<file path="src/rtl/sertx_pkg.sv">
package sertx_pkg;

    typedef enum logic [2:0] {
        ST_IDLE,
        ST_START,
        ST_DATA,
        ST_PARITY,
        ST_STOP,
        ST_BREAK,
        ST_RECOVER
    } sertx_state_t;

    // Stop interval in half-bit units for a given stop code; codes above 5 saturate at three bits.
    function automatic logic [2:0] stop_halves(input logic [2:0] code);
        if (code == 3'd0) begin
            return 3'd0;
        end else if (code >= 3'd5) begin
            return 3'd6;
        end else begin
            return code + 3'd1;
        end
    endfunction

endpackage

</file>
<file path="src/rtl/sertx_hold.sv">
module sertx_hold #(
    parameter int DW = 8
) (
    input  logic          clk,
    input  logic          rst_n,
    input  logic          in_valid,
    input  logic [DW-1:0] in_data,
    input  logic          take,
    output logic          in_ready,
    output logic          hold_full,
    output logic [DW-1:0] hold_data,
    output logic          tx_empty
);

    logic full_q;
    logic empty_q;
    logic [DW-1:0] data_q;
    logic load;

    assign load = in_valid && !full_q;

    always_ff @(posedge clk or negedge rst_n) begin
        if (!rst_n) begin
            full_q  <= 1'b0;
            empty_q <= 1'b1;
            data_q  <= '0;
        end else if (load) begin
            full_q  <= 1'b1;
            empty_q <= 1'b0;
            data_q  <= in_data;
        end else if (take) begin
            full_q  <= 1'b0;
            empty_q <= 1'b1;
        end
    end

    assign in_ready  = !full_q;
    assign hold_full = full_q;
    assign hold_data = data_q;
    assign tx_empty  = empty_q;

endmodule

</file>
<file path="src/rtl/sertx_fsm.sv">
module sertx_fsm
    import sertx_pkg::*;
#(
    parameter int DW  = 8,
    parameter int TPB = 16
) (
    input  logic          clk,
    input  logic          rst_n,
    input  logic          tick,
    input  logic          brk,
    input  logic [1:0]    cfg_len,
    input  logic          cfg_par_en,
    input  logic          cfg_par_odd,
    input  logic [2:0]    cfg_stop,
    input  logic          hold_full,
    input  logic [DW-1:0] hold_data,
    output logic          take,
    output logic          txd
);

    localparam int HALF = TPB / 2;
    localparam int CW   = $clog2(3 * TPB + 1);
    localparam int IW   = $clog2(DW);
    localparam int MINB = DW - 3;

    sertx_state_t state, nxt;

    logic [CW-1:0] cnt;
    logic [CW-1:0] stop_q;
    logic [CW-1:0] stop_calc;
    logic [IW-1:0] bit_idx;
    logic [IW-1:0] last_q;
    logic [DW-1:0] shreg;
    logic          par_q;
    logic          pe_q;
    logic          par_calc;
    logic          bit_done;
    logic          stop_done;
    logic          counting;

    assign stop_calc = CW'(stop_halves(cfg_stop)) * CW'(HALF);
    assign bit_done  = tick && (cnt == CW'(TPB - 1));
    assign stop_done = tick && (cnt == stop_q - CW'(1));
    assign counting  = (state != ST_IDLE) && (state != ST_BREAK);

    always_comb begin
        par_calc = cfg_par_odd;
        for (int i = 0; i < DW; i++) begin
            if (i < MINB + int'(cfg_len)) begin
                par_calc = par_calc ^ hold_data[i];
            end
        end
    end

    // Next state and take decision
    always_comb begin
        nxt  = state;
        take = 1'b0;
        if (brk) begin
            nxt = ST_BREAK;
        end else begin
            unique case (state)
                ST_IDLE: begin
                    if (hold_full) begin
                        nxt  = ST_START;
                        take = 1'b1;
                    end
                end
                ST_START: begin
                    if (bit_done) nxt = ST_DATA;
                end
                ST_DATA, ST_PARITY: begin
                    if (bit_done && (state == ST_PARITY || bit_idx == last_q)) begin
                        if (state == ST_DATA && pe_q) begin
                            nxt = ST_PARITY;
                        end else if (stop_q != '0) begin
                            nxt = ST_STOP;
                        end else if (hold_full) begin
                            nxt  = ST_START;
                            take = 1'b1;
                        end else begin
                            nxt = ST_IDLE;
                        end
                    end
                end
                ST_STOP: begin
                    if (stop_done) nxt = ST_IDLE;
                end
                ST_BREAK: begin
                    nxt = ST_RECOVER;
                end
                ST_RECOVER: begin
                    if (bit_done) nxt = ST_IDLE;
                end
                default: nxt = ST_IDLE;
            endcase
        end
    end

    // State register
    always_ff @(posedge clk or negedge rst_n) begin
        if (!rst_n) begin
            state <= ST_IDLE;
        end else begin
            state <= nxt;
        end
    end

    // Frame datapath: settings captured on take, shifter, tick counter
    always_ff @(posedge clk or negedge rst_n) begin
        if (!rst_n) begin
            cnt     <= '0;
            stop_q  <= '0;
            bit_idx <= '0;
            last_q  <= '0;
            shreg   <= '0;
            par_q   <= 1'b0;
            pe_q    <= 1'b0;
        end else begin
            if (take) begin
                shreg   <= hold_data;
                bit_idx <= '0;
                last_q  <= IW'(MINB - 1) + IW'(cfg_len);
                pe_q    <= cfg_par_en;
                par_q   <= par_calc;
                stop_q  <= stop_calc;
            end else if (state == ST_DATA && bit_done) begin
                shreg   <= shreg >> 1;
                bit_idx <= bit_idx + IW'(1);
            end
            if (take || (nxt != state) || (state == ST_DATA && bit_done) || !counting) begin
                cnt <= '0;
            end else if (tick) begin
                cnt <= cnt + CW'(1);
            end
        end
    end

    // Line level per state
    always_comb begin
        unique case (state)
            ST_START, ST_BREAK: txd = 1'b0;
            ST_DATA:            txd = shreg[0];
            ST_PARITY:          txd = par_q;
            default:            txd = 1'b1;
        endcase
    end

endmodule

</file>
<file path="src/rtl/sertx_top.sv">
module sertx_top #(
    parameter int DW  = 8,
    parameter int TPB = 16
) (
    input  logic          clk,
    input  logic          rst_n,
    input  logic          tick,
    input  logic [1:0]    cfg_len,
    input  logic          cfg_par_en,
    input  logic          cfg_par_odd,
    input  logic [2:0]    cfg_stop,
    input  logic          brk,
    input  logic          in_valid,
    input  logic [DW-1:0] in_data,
    output logic          in_ready,
    output logic          txd,
    output logic          tx_empty
);

    logic          take;
    logic          hold_full;
    logic [DW-1:0] hold_data;

    sertx_hold #(.DW(DW)) u_hold (
        .clk       (clk),
        .rst_n     (rst_n),
        .in_valid  (in_valid),
        .in_data   (in_data),
        .take      (take),
        .in_ready  (in_ready),
        .hold_full (hold_full),
        .hold_data (hold_data),
        .tx_empty  (tx_empty)
    );

    sertx_fsm #(.DW(DW), .TPB(TPB)) u_fsm (
        .clk         (clk),
        .rst_n       (rst_n),
        .tick        (tick),
        .brk         (brk),
        .cfg_len     (cfg_len),
        .cfg_par_en  (cfg_par_en),
        .cfg_par_odd (cfg_par_odd),
        .cfg_stop    (cfg_stop),
        .hold_full   (hold_full),
        .hold_data   (hold_data),
        .take        (take),
        .txd         (txd)
    );

endmodule

</file>
<file path="config.mk">
export PLATFORM = sky130hd
export DESIGN_NAME = sertx_top
export DESIGN_NICKNAME = d
export VERILOG_FILES = /design/src/rtl/sertx_pkg.sv /design/src/rtl/sertx_hold.sv /design/src/rtl/sertx_fsm.sv /design/src/rtl/sertx_top.sv
export SDC_FILE = /design/constraint.sdc
export NUM_CORES = 1
export LEC_CHECK = 0
export ABC_AREA = 1
export BUFFER_PORTS_ARGS = -buffer_cell sky130_fd_sc_hd__buf_4
export CORE_MARGIN = 2
export CORE_UTILIZATION = 50
export CTS_CLUSTER_SIZE = 40
export DETAILED_ROUTE_END_ITERATION = 16
export GPL_ROUTABILITY_DRIVEN = 0
export HOLD_SLACK_MARGIN = 0.08
export PLACE_DENSITY = 0.71
export SYNTH_ARGS = -nofsm -noshare
export SYNTH_HDL_FRONTEND = slang
export SYNTH_SLANG_ARGS = --single-unit
</file>
<file path="constraint.sdc">
create_clock -name clk -period 3 [get_ports clk]
set_input_delay 0.45 -clock clk [delete_from_list [all_inputs] [get_ports clk]]
set_output_delay 0.45 -clock clk [all_outputs]
set_load 0.005 [all_outputs]
</file>
==> flow_metrics.env <==
export IMPL_wl_met2_um=1870
export IMPL_clkSinkCount=38
export IMPL_fin_crit_ps=2070
export IMPL_stdcell_area_um2=2440
export IMPL_fmax_ghz=0.484
export IMPL_highest_layer="met4"
export IMPL_avgSynthCellArea_um2=8.00
export IMPL_max_stage_delay_ps=380
export IMPL_layout_commonest_cell="nand2_1"
export IMPL_cts_buffers_inserted=5
export IMPL_vias_per_cell=5.08
export IMPL_ys_seq_area_share_pct=43.9
export IMPL_clockBufferDepth=2
export IMPL_cp_data_required_time_ps=3180
export IMPL_cts_clk_slew_worst_paths_ps=70
export IMPL_drtIter0Drc=156
export IMPL_tightest_slew_ps=474
export IMPL_finalMaxSlewViolations=0
export IMPL_m1WireLength_um=1980
export IMPL_crit_fanout=23
export IMPL_status="completed"
export IMPL_h_tree_depth=2
export IMPL_grt_pass1_wl_um=7210
export IMPL_min_path_type="input port to async pin"
export IMPL_critPathArrivalTime_ps=2250
export IMPL_slew_headroom_pct=68.4
export IMPL_ys_ff_latch=38
export IMPL_peakVddDrop_uv=400
export IMPL_start_util_pct=53.1
export IMPL_ant_nets=0
export IMPL_port_buffer_count=22
export IMPL_grtUsageTotal_pct=18.7
export IMPL_io_pins=23
export IMPL_fillCellCount=376
export IMPL_coreArea_um2=4090
export IMPL_cap_violations=0
export IMPL_cts_tree="done"
export IMPL_die_h_um=69.9
export IMPL_antenna_found_initial=0
export IMPL_placed_area_um2=2340
export IMPL_clk_root_buffer_cell="clkbuf_8"
export IMPL_die_area_um2=4880
export IMPL_cp_common_cell="nand2_1"
export IMPL_crit_path_end_kind="flip-flop"
export IMPL_crit_path_start_kind="flip-flop"
export IMPL_ys_warn_count=0
export IMPL_yosysUniqueCellTypes=33
export IMPL_clock_skew_ps=9.23
export IMPL_area_growth_pct=12.4
export IMPL_leakage_nw=1.24
export IMPL_hold_viol=0
export IMPL_num_rows=23
export IMPL_syn_instance_count=271
export IMPL_wl_um=4130
export IMPL_p_per_area_nw_per_um2=816
export IMPL_drc=0
export IMPL_synth_nets=298
export IMPL_grt_ovfl_total=0
export IMPL_via_count=1741
export IMPL_critPathTopFamily="simple AND/OR/NAND/NOR gates"
export IMPL_firstDrtPassIters=4
export IMPL_criticalPathCategory="flip-flop to flip-flop"
export IMPL_final_cell_mix="nand2_1 (75), dfrtp_1 (37), inv_1 (29)"
export IMPL_nets=319
export IMPL_setup_viol=0
export IMPL_crit_chain="inv_1 -> ha_1 -> ha_1 -> nand2_1 -> nor3_1 -> nand4_1 -> nand2_1 -> nand2_2 -> inv_2 -> nand2_1 -> o21ai_0 -> inv_1"
export IMPL_cts_resized=0
export IMPL_clk_insertion_delay_late_ps=300
export IMPL_hpwl_um=2990
export IMPL_antenna_cells=0
export IMPL_path_buf_inv=3
export IMPL_wl_met3_um=186
export IMPL_netlist_area_um2=2170
export IMPL_drive_gt1_share_pct=17.1
export IMPL_cts_setup_buffers=0
export IMPL_grt_max_degree=39
export IMPL_cts_hold_buf=0
export IMPL_wire_per_inst_um=12.1
export IMPL_dp_cells=335
export IMPL_grt_pass1_vias=1609
export IMPL_layoutNonFillerInstCount=343
export IMPL_rsz0062_at_grt="false"
export IMPL_period_share_pct=68.8
export IMPL_finalSetupTns_ps=0
export IMPL_worst_path_max_delay_cell="dfrtp_1"
export IMPL_die_w_um=69.9
## state kept, by name (all words and copies together), names as in the netlist, 3 cells and up
signal	cells
u_fsm.shreg	8
u_hold.hold_data	8
u_fsm.cnt	6
u_fsm.bit_idx	3
u_fsm.last_q	3
u_fsm.state	3
u_fsm.stop_q	3
## cells in the mapped netlist
master / instances / area share (%)
nor2_2: 2 / 0.58
xnor2_1: 10 / 4.0
nand3b_2: 1 / 0.52
o211ai_1: 1 / 0.35
nand3_1: 18 / 4.2
ha_1: 7 / 4.0
clkinv_1: 1 / 0.17
o221ai_1: 1 / 0.40
nand4_1: 6 / 1.7
nor2_4: 1 / 0.52
o31ai_2: 1 / 0.58
or2_2: 1 / 0.29
dfstp_2: 1 / 1.2
mux2i_1: 2 / 0.92
nor2_1: 20 / 3.5
nor3_4: 1 / 0.75
buf_6: 2 / 1.0
inv_2: 5 / 0.87
nand2_1: 75 / 13
inv_1: 29 / 5.0
buf_2: 4 / 0.92
clkbuf_1: 1 / 0.17
xor2_1: 7 / 2.8
buf_4: 1 / 0.35
o31ai_1: 1 / 0.35
nand3_2: 3 / 1.4
nand2_2: 4 / 1.2
o22ai_1: 1 / 0.29
a21oi_1: 5 / 1.2
nor3_1: 4 / 0.92
o21ai_1: 10 / 2.3
o21ai_0: 8 / 1.8
dfrtp_1: 37 / 43
## worst register-to-register path: stages, from the launching register on
cell and delay [ps]:
dfrtp_1 380, inv_1 100, ha_1 150, ha_1 150, nand2_1 70, nor3_1 130
nand4_1 110, nand2_1 80, nand2_2 260, inv_2 320, nand2_1 70, o21ai_0 80
inv_1 50
## report_power, final
part	internal (mW)	switching [mW]	total, mW
registers	0.700	0.143	0.843
clock network	0.185	0.184	0.369
logic	0.342	0.434	0.776
total	1.23	0.761	1.99
## layer usage
metal,vias to the layer above,GRT usage [%]
met5,-,0
met4,0,8.97
met3,9,3.03
met2,44,29.0
met1,785,25.5
li1,903,-
## layout make-up
type	count	area, um2	share of cell area (%)
multi-input cells	190	1030	42.3
flip-flops and latches	38	952	39.1
repair buffers	22	165	6.78
inverters	35	131	5.39
clock buffers	6	82.6	3.39
well taps	50	62.6	2.57
clock inverters	2	12.5	0.513
## worst paths after layout
check / cells past startpoint / to / slack [ps] / start
worst max register to register: 12 / u_fsm.shreg[6] / 930 / u_fsm.stop_q[3]
max in group asynchronous: 1 / u_hold.tx_empty / 2530 / rst_n
worst min-delay path: 1 / u_fsm.cnt[0] / 110 / rst_n
min in group clk: 3 / u_hold.hold_data[4] / 350 / in_data[4]
worst max-delay path: 12 / u_fsm.shreg[6] / 930 / u_fsm.stop_q[3]
worst min register to register: 2 / u_fsm.last_q[2] / 480 / u_fsm.last_q[2]
## per-stage QoR
stage | power (mW) | utilization (%) | hold slack, ps | setup slack [ps]
after floorplan | 1.43 | - | 154 | 1250
after global placement | 1.60 | 57.3 | 440 | 1030
after detailed placement | 1.63 | 57.3 | 441 | 957
after CTS | 2.00 | 59.6 | 122 | 937
after global routing | 2.17 | 59.6 | 140 | 670
final | 1.99 | 59.6 | 110 | 935
## kinds of logic after synthesis
logic type | synth area share [%]
buf+inv | 8.54
fa+ha+maj | 4.04
simple gates | 28.4
xor+xnor | 6.87
flops | 43.9
mux | 0.923
compound gates | 7.27
Power figures use the tool's default switching activity.
